==> config.mk <==
export PLATFORM = sky130hd
export DESIGN_NAME = center_pwm_trig
export DESIGN_NICKNAME = d
export VERILOG_FILES = /design/src/rtl/center_pwm_trig.sv
export SDC_FILE = /design/constraint.sdc
export NUM_CORES = 1
export LEC_CHECK = 0
export BUFFER_PORTS_ARGS = -buffer_cell sky130_fd_sc_hd__buf_2
export CORE_MARGIN = 8
export CORE_UTILIZATION = 62
export DETAILED_ROUTE_END_ITERATION = 12
export PLACE_DENSITY = 0.93
export REMOVE_ABC_BUFFERS = 1
export SYNTH_ARGS = -nofsm -noshare
export SYNTH_HDL_FRONTEND = slang
export SYNTH_SLANG_ARGS = --single-unit
==> constraint.sdc <==
create_clock -name clk -period 7.4 [get_ports clk]
set_input_delay 2.22 -clock clk [delete_from_list [all_inputs] [get_ports clk]]
set_output_delay 2.22 -clock clk [all_outputs]
set_load 0.01 [all_outputs]
==> src/rtl/center_pwm_trig.sv <==
module center_pwm_trig #(
  parameter int CW = 16
) (
  input  logic          clk,
  input  logic          rst_n,
  input  logic          en,
  input  logic [CW-1:0] period,
  input  logic [CW-1:0] duty,
  input  logic [CW-1:0] lead,
  output logic          cnt_pwm,
  output logic          filt_start,
  output logic          win_center,
  output logic          upd_req
);

  logic [CW-1:0] cnt, act_per, act_duty, act_lead;
  logic          up;

  logic peak, valley, turn;
  assign peak   = up && (cnt >= act_per);
  assign valley = !up && (cnt == '0);
  assign turn   = peak || valley;

  logic [CW-1:0] per_eff, duty_eff, lead_eff, le;
  assign per_eff  = valley ? period : act_per;
  assign duty_eff = turn ? duty : act_duty;
  assign lead_eff = turn ? lead : act_lead;
  assign le       = (lead_eff > per_eff) ? per_eff : lead_eff;

  logic edge_case;
  assign edge_case = (le == '0) || (le == per_eff);

  logic fs_n, upd_n, pwm_n;
  assign fs_n  = edge_case ? turn : (up ? (cnt == per_eff - le) : (cnt == le));
  assign upd_n = edge_case ? turn : (up ? (cnt == le) : (cnt == per_eff - le));
  assign pwm_n = {1'b0, cnt} < ({1'b0, duty_eff} + {{CW{1'b0}}, up});

  always_ff @(posedge clk or negedge rst_n) begin
    if (!rst_n) begin
      cnt        <= '0;
      up         <= 1'b0;
      act_per    <= '0;
      act_duty   <= '0;
      act_lead   <= '0;
      cnt_pwm    <= 1'b0;
      filt_start <= 1'b0;
      win_center <= 1'b0;
      upd_req    <= 1'b0;
    end else if (!en) begin
      cnt        <= '0;
      up         <= 1'b0;
      act_per    <= period;
      act_duty   <= duty;
      act_lead   <= lead;
      cnt_pwm    <= 1'b0;
      filt_start <= 1'b0;
      win_center <= 1'b0;
      upd_req    <= 1'b0;
    end else begin
      cnt_pwm    <= pwm_n;
      filt_start <= fs_n;
      win_center <= turn;
      upd_req    <= upd_n;
      if (valley) act_per <= period;
      if (turn) begin
        act_duty <= duty;
        act_lead <= lead;
      end
      if (peak) begin
        cnt <= cnt - 1'b1;
        up  <= 1'b0;
      end else if (valley) begin
        cnt <= {{(CW-1){1'b0}}, 1'b1};
        up  <= 1'b1;
      end else begin
        cnt <= up ? cnt + 1'b1 : cnt - 1'b1;
      end
    end
  end

  // disabling clears every output on the next clock
  a_r1_idle_clear: assert property (@(posedge clk) disable iff (!rst_n)
    !en |=> !cnt_pwm && !filt_start && !win_center && !upd_req);

  // falling count steps down by exactly one
  a_r2_fall_step: assert property (@(posedge clk) disable iff (!rst_n)
    (en && !up && cnt != '0) |=> (cnt == $past(cnt) - 1'b1));

  // counter never exceeds the active peak
  a_r5_cnt_bound: assert property (@(posedge clk) disable iff (!rst_n)
    (act_per >= 2) |-> (cnt <= act_per));

  // zero duty yields a low output
  a_r3_zero_duty: assert property (@(posedge clk) disable iff (!rst_n)
    (en && duty_eff == '0) |=> !cnt_pwm);

  // centre strobe lasts one clock
  a_r9_center_single: assert property (@(posedge clk) disable iff (!rst_n)
    (win_center && act_per >= 2) |=> !win_center);

  // clamped lead puts both strobes on the turn-around
  a_r8_clamp_coincide: assert property (@(posedge clk) disable iff (!rst_n)
    (en && act_per >= 2 && lead_eff >= per_eff) |=> (filt_start == win_center) && (upd_req == win_center));

endmodule

# After elaboration in Yosys (flattened, before gate mapping)
# Index checks and enable logic that the tools add are counted.
[word_totals]
register_bits = 69
input_bits = 51
out_inout_bits = 4
wordCells = 49
[classes]
add_sub_neg = 4
order_cmp = 3
n_eq_ne = 4
muxes = 22
reduce_logical = 7
[ops]
columns = ["operator", "n"]
rows = [
  ["16-bit two-way mux", 11],
  ["16-bit == test", 3],
  ["16-bit logical NOT", 2],
  ["16-bit by 1-bit adder with 17-bit output", 1],
  ["16-bit by 17-bit < comparator with 1-bit output", 1],
  ["16-bit by 1-bit adder with 16-bit output (second input constant)", 1],
  ["16-bit >= comparator", 1],
  ["16-bit > comparator", 1],
  ["16-bit by 1-bit subtractor with 16-bit output (second input constant)", 1],
  ["16-bit subtractor", 1],
  ["1-bit two-way mux", 11],
  ["3-bit by 1-bit != test with 1-bit output (second input constant)", 1],
  ["1-bit logical AND", 2],
  ["1-bit logical OR", 2],
  ["1-bit logical NOT", 1],
]

# Logic depth before layout (Yosys ltp)
[logic_depth]
word_depth = 11
ltp_mapped = 32
depth_no_buf = 28

# Worst setup path before layout
# Ideal clock, no wire load.
[synth_path]
path_type = "input -> register"
start = "input lead[13]"
end = "register upd_req"
setup_time_ps = 82
t_arrival_ps = 6772
slack_ps = 546
path_stages = 22
n_path_buf = 2
cell_sequence = "a21boi_0 > or2_2 > ha_1 > nand3_1 > or3_1 > or3_1 > buf_2 > clkbuf_1 > nand2_1 > nor2_1 > a31oi_1 > inv_1 > ha_1 > a21o_1 > a211o_1 > o31a_1 > a221oi_1 > xnor2_1 > a2111oi_0 > and4_1 > o211ai_1 > a31oi_1"
[synth_via]
elab_chain_len = 8
word_cells_on_any_way = 12
cone_classes = "add/sub: 1; order compare: 1; eq/ne: 3; mux: 5; reduce/logical: 2"
[synth_lines]
columns = ["element", "line_no", "rtl"]
rows = [
  ["start, declared", "9", "input logic [CW-1:0] lead,"],
  ["16-bit two-way mux (*)", "n/a", ""],
  ["16-bit > comparator", "28", "assign le = (lead_eff > per_eff) ? per_eff : lead_eff;"],
  ["16-bit two-way mux (*)", "28", ""],
  ["16-bit subtractor", "35", "assign upd_n = edge_case ? turn : (up ? (cnt == le) : (cnt == per_eff - le));"],
  ["16-bit == test", "35", ""],
  ["1-bit two-way mux", "35", ""],
  ["1-bit two-way mux (*)", "35", ""],
  ["1-bit two-way mux (*)", "49", "end else if (!en) begin"],
  ["end signal, assigned", "63", "upd_req <= upd_n;"],
  ["end, declared", "13", "output logic upd_req"],
]
# Every way passes the cells marked *; elsewhere a longest branch is shown, timed or not.
# A chain may end at the register's enable or synchronous reset.

# Worst setup path after layout
[layout_path]
start = "register up"
end = "register upd_req"
[layout_via]
elab_chain_len = 11
word_cells_on_any_way = 17
cone_classes = "add/sub: 1; order compare: 1; eq/ne: 3; mux: 6; reduce/logical: 6"
[layout_lines]
columns = ["element", "line_no", "rtl"]
rows = [
  ["start, declared", "17", "logic up;"],
  ["start signal, assigned", "41", "up <= 1'b0;"],
  ["start signal, assigned", "51", "up <= 1'b0;"],
  ["start signal, assigned", "71", "up <= 1'b0;"],
  ["1-bit logical NOT", "21", "assign valley = !up && (cnt == '0);"],
  ["1-bit logical AND", "21", ""],
  ["1-bit logical OR", "22", "assign turn = peak || valley;"],
  ["16-bit two-way mux", "n/a", ""],
  ["16-bit > comparator", "28", ""],
  ["16-bit two-way mux", "28", ""],
  ["16-bit subtractor", "35", ""],
  ["16-bit == test", "35", ""],
  ["1-bit two-way mux", "35", ""],
  ["1-bit two-way mux (*)", "35", ""],
  ["1-bit two-way mux (*)", "49", ""],
]
# Marks and branches as above.

==> results.md <==
- Initial antenna violation count: 0
- Layout area overhead: 11.69%
- Crit path time final: between 7 and 8 ns
- WP data arrival: between 7 and 8 ns
- CTS tree: yes
- Crit path required time: about 7.7 ns
- Hold_buf cts: 0
- Row count: 38
- First-pass GRT wire length: roughly 33000 um
- Number of port buffers: 54
- CP endpoint kind: register
- CP Launch Type: register
- Largest net degree at the start of global routing: 70
- Reg area: ~0.0017 mm2
- Clock sink count: a little under 70
- Max Cap Viol: 0
- Finished Layout Cells: 1035
- Flop and latch count out of synthesis: a little under 70
- Clk_skew: around 0.0091 ns
- Post-Syn Instances: roughly 830
- DP HPWL: ~15000 um
- Placed cells: approximately 1000
- Initial Utilization: 0.6345
- Fraction of registers with async set/reset: 1.000
- Clock Tree Root: clkbuf_8
- Max-slew headroom: 0.3840
- Path type of the worst setup path: reg2reg
- Iteration-0 DRC count of the detailed router: between 700 and 800
- Die Y: between 100 and 150 um
- Post-route ant nets: 0
- Final setup viols: 0
- CTS max path bufs: 2
- Number of synthesized flops with an enable pin: 0
- N_diodes: 0
- Hold path cells: 1
- Ports: between 50 and 60
- CTS H-tree lvls: 3
- Crit-path slowest cell: dfrtp_1
- Fillers: around 800
- Gpl congestion: ~1.0
- Multi-input logic area: about 0.0047 mm2
- Synth Warn #: 0
- Via density: about 6.6
- Final worst-path cycle share: 0.9556
- Vias in the first global route: roughly 6800
- CTS Buf Count: 9
- Routed vias: 6863
- Crit path max-delay family: compound AO/OA/AOI/OAI gates
- Final TNS setup: 0 ns
- Fin. max-slew vios: 0
- Crit-path cells: inv_1, nor3_1, a22o_2, nor2_1, buf_4, mux2_2, ha_1, nand3_1, or3_1, a211o_1, o211a_2, nand2b_1, a31oi_1, inv_1, ha_1, a21o_1, a211o_1, o31a_1, a221oi_1, xnor2_1, a2111oi_0, and4_1, o211ai_1, a31oi_1
- Final wirelength: 20210 um
- DRC viols: 0
- CP bufs+invs: 3
- Hold Vio Cnt, Final: 0
- Slowest stage delay, CP: roughly 0.74 ns
- Tot GR Track Use: 0.2763
- Post-synth top flop: dfrtp_1
- Sequential share of the synthesized area: 0.2521
- Post-DR wirelength/cell: just under 20 um
- Syn_area_per_cell: 8.290 um2
- Layout net count: about 1000
- Fin util: 0.7087
- Clk_lat worst skew: ~0.37 ns
- Min-Delay Path Class: reg2reg
- Core ar.: 0.01079 mm2
- Outcome: complete, no violations
- Crit path depth: 24
- Area leader, netlist: dfrtp_1
- Netlist cell types: 75
- Crit path max fanout: 15
- RSZ-0062 raised after global routing: false
- Worst slew pin tran: ~0.9 ns
- Mapped Area: ~0.0068 mm2
- Iteration count of the initial detailed-routing pass: 6
- F_max: between 100 and 150 MHz
- Share of cells above drive strength 1: 0.1855
- Clock-pin slew on the worst setup and hold paths: approximately 0.08 ns
- Grt ovf: 0
- Die area: 0.01466 mm2
- Post-synth top area share: 0.2521
- Worst Reg-to-Reg Cells: 24
- Area contributors post-synth: dfrtp_1, ha_1, xnor2_1, a21oi_1, nand2_1
- Chip width: roughly 120 um
==> metal layers <==
layer | GRT usage | share of wire
met3 | 0.06282 | 0.11
met2 | 0.4356 | 0.45
met5 | 0 | 0
met1 | 0.3460 | 0.39
met4 | 0.1452 | 0.044
==> per-stage QoR <==
stage	area (um2)	setup WS [ns]	hold slack, ns
floorplan	6618	0.3465	0.4800
global placement	7393	0.2950	0.4878
global route	7649	0.03794	0.5376
detailed placement	7393	0.09859	0.5000
finish	7649	0.3285	0.5172
CTS	7619	0.3602	0.5179
==> cells in the final DEF (no fill, tap or decap), drive strengths merged, types with 23 or more instances in the layout <==
cell type,count
nor2,66
inv,46
o21ai,33
ha,68
dfrtp,69
and3,23
xnor2,43
nand3,35
a21oi,60
buf,100
nand2,69
==> final timing paths <==
path / start / to / slack [ns]
setup / recovery: up / upd_req / 0.33
hold / removal: act_duty[15] / act_duty[15] / 0.52
setup reg to reg: up / upd_req / 0.33
hold reg to reg: act_duty[15] / act_duty[15] / 0.52
max in group asynchronous: rst_n / act_duty[8] / 4.73
min in group asynchronous: rst_n / act_per[7] / 2.08
==> what timing repair did <==
item                                    4_1_cts  5_1_grt
resized for setup                             0        2
endpoints found under the setup margin        0        2
buffers inserted                              0        2
==> cells by family (layout without fill, tap and decap cells) <==
group | Yosys count | count (layout) | synth area share
fa+ha+maj | 69 | 69 | 0.1272
flops | 69 | 69 | 0.2521
buf+inv | 94 | 162 | 0.05883
mux | 43 | 43 | 0.06687
compound gates | 209 | 210 | 0.2088
simple gates | 284 | 284 | 0.2068
xor+xnor | 58 | 58 | 0.07930
==> cell usage after synthesis, drive strengths merged (6+ instances only) <==
library cell  instances
dfrtp                69
xor2                 13
inv                  46
nand4                11
a21oi                60
ha                   68
nand3                35
a21o                 13
o211ai                8
mux2i                21
xnor2                43
a211o                 7
or3                   7
a21boi                8
o22ai                 7
nor3                 20
o32a                  6
o21a                  7
mux2                 22
nand2b               10
nor4                 12
nor2                 66
a31oi                20
o21ai                33
nor2b                 7
o211a                 6
or2                   7
and3                 23
buf                  21
nand2                69
clkbuf               27
==> area by class of cell <==
class | count | share of cell area
Timing Repair Buffer | 100 | 0.08048
Tap cell | 140 | 0.02290
Multi-Input combinational cell | 664 | 0.6188
Sequential cell | 69 | 0.2257
Clock inverter | 4 | 0.009161
Clock buffer | 12 | 0.02028
Inverter | 46 | 0.02257
==> sequential cells by signal (all words and copies together) (netlist names), 16 cells and up <==
| register | count |
|---|---|
| act_duty | 16 |
| act_lead | 16 |
| act_per | 16 |
| cnt | 16 |
Power is not shown: default switching activity piles up to over one toggle a cycle in this logic, so the estimate is an artifact.
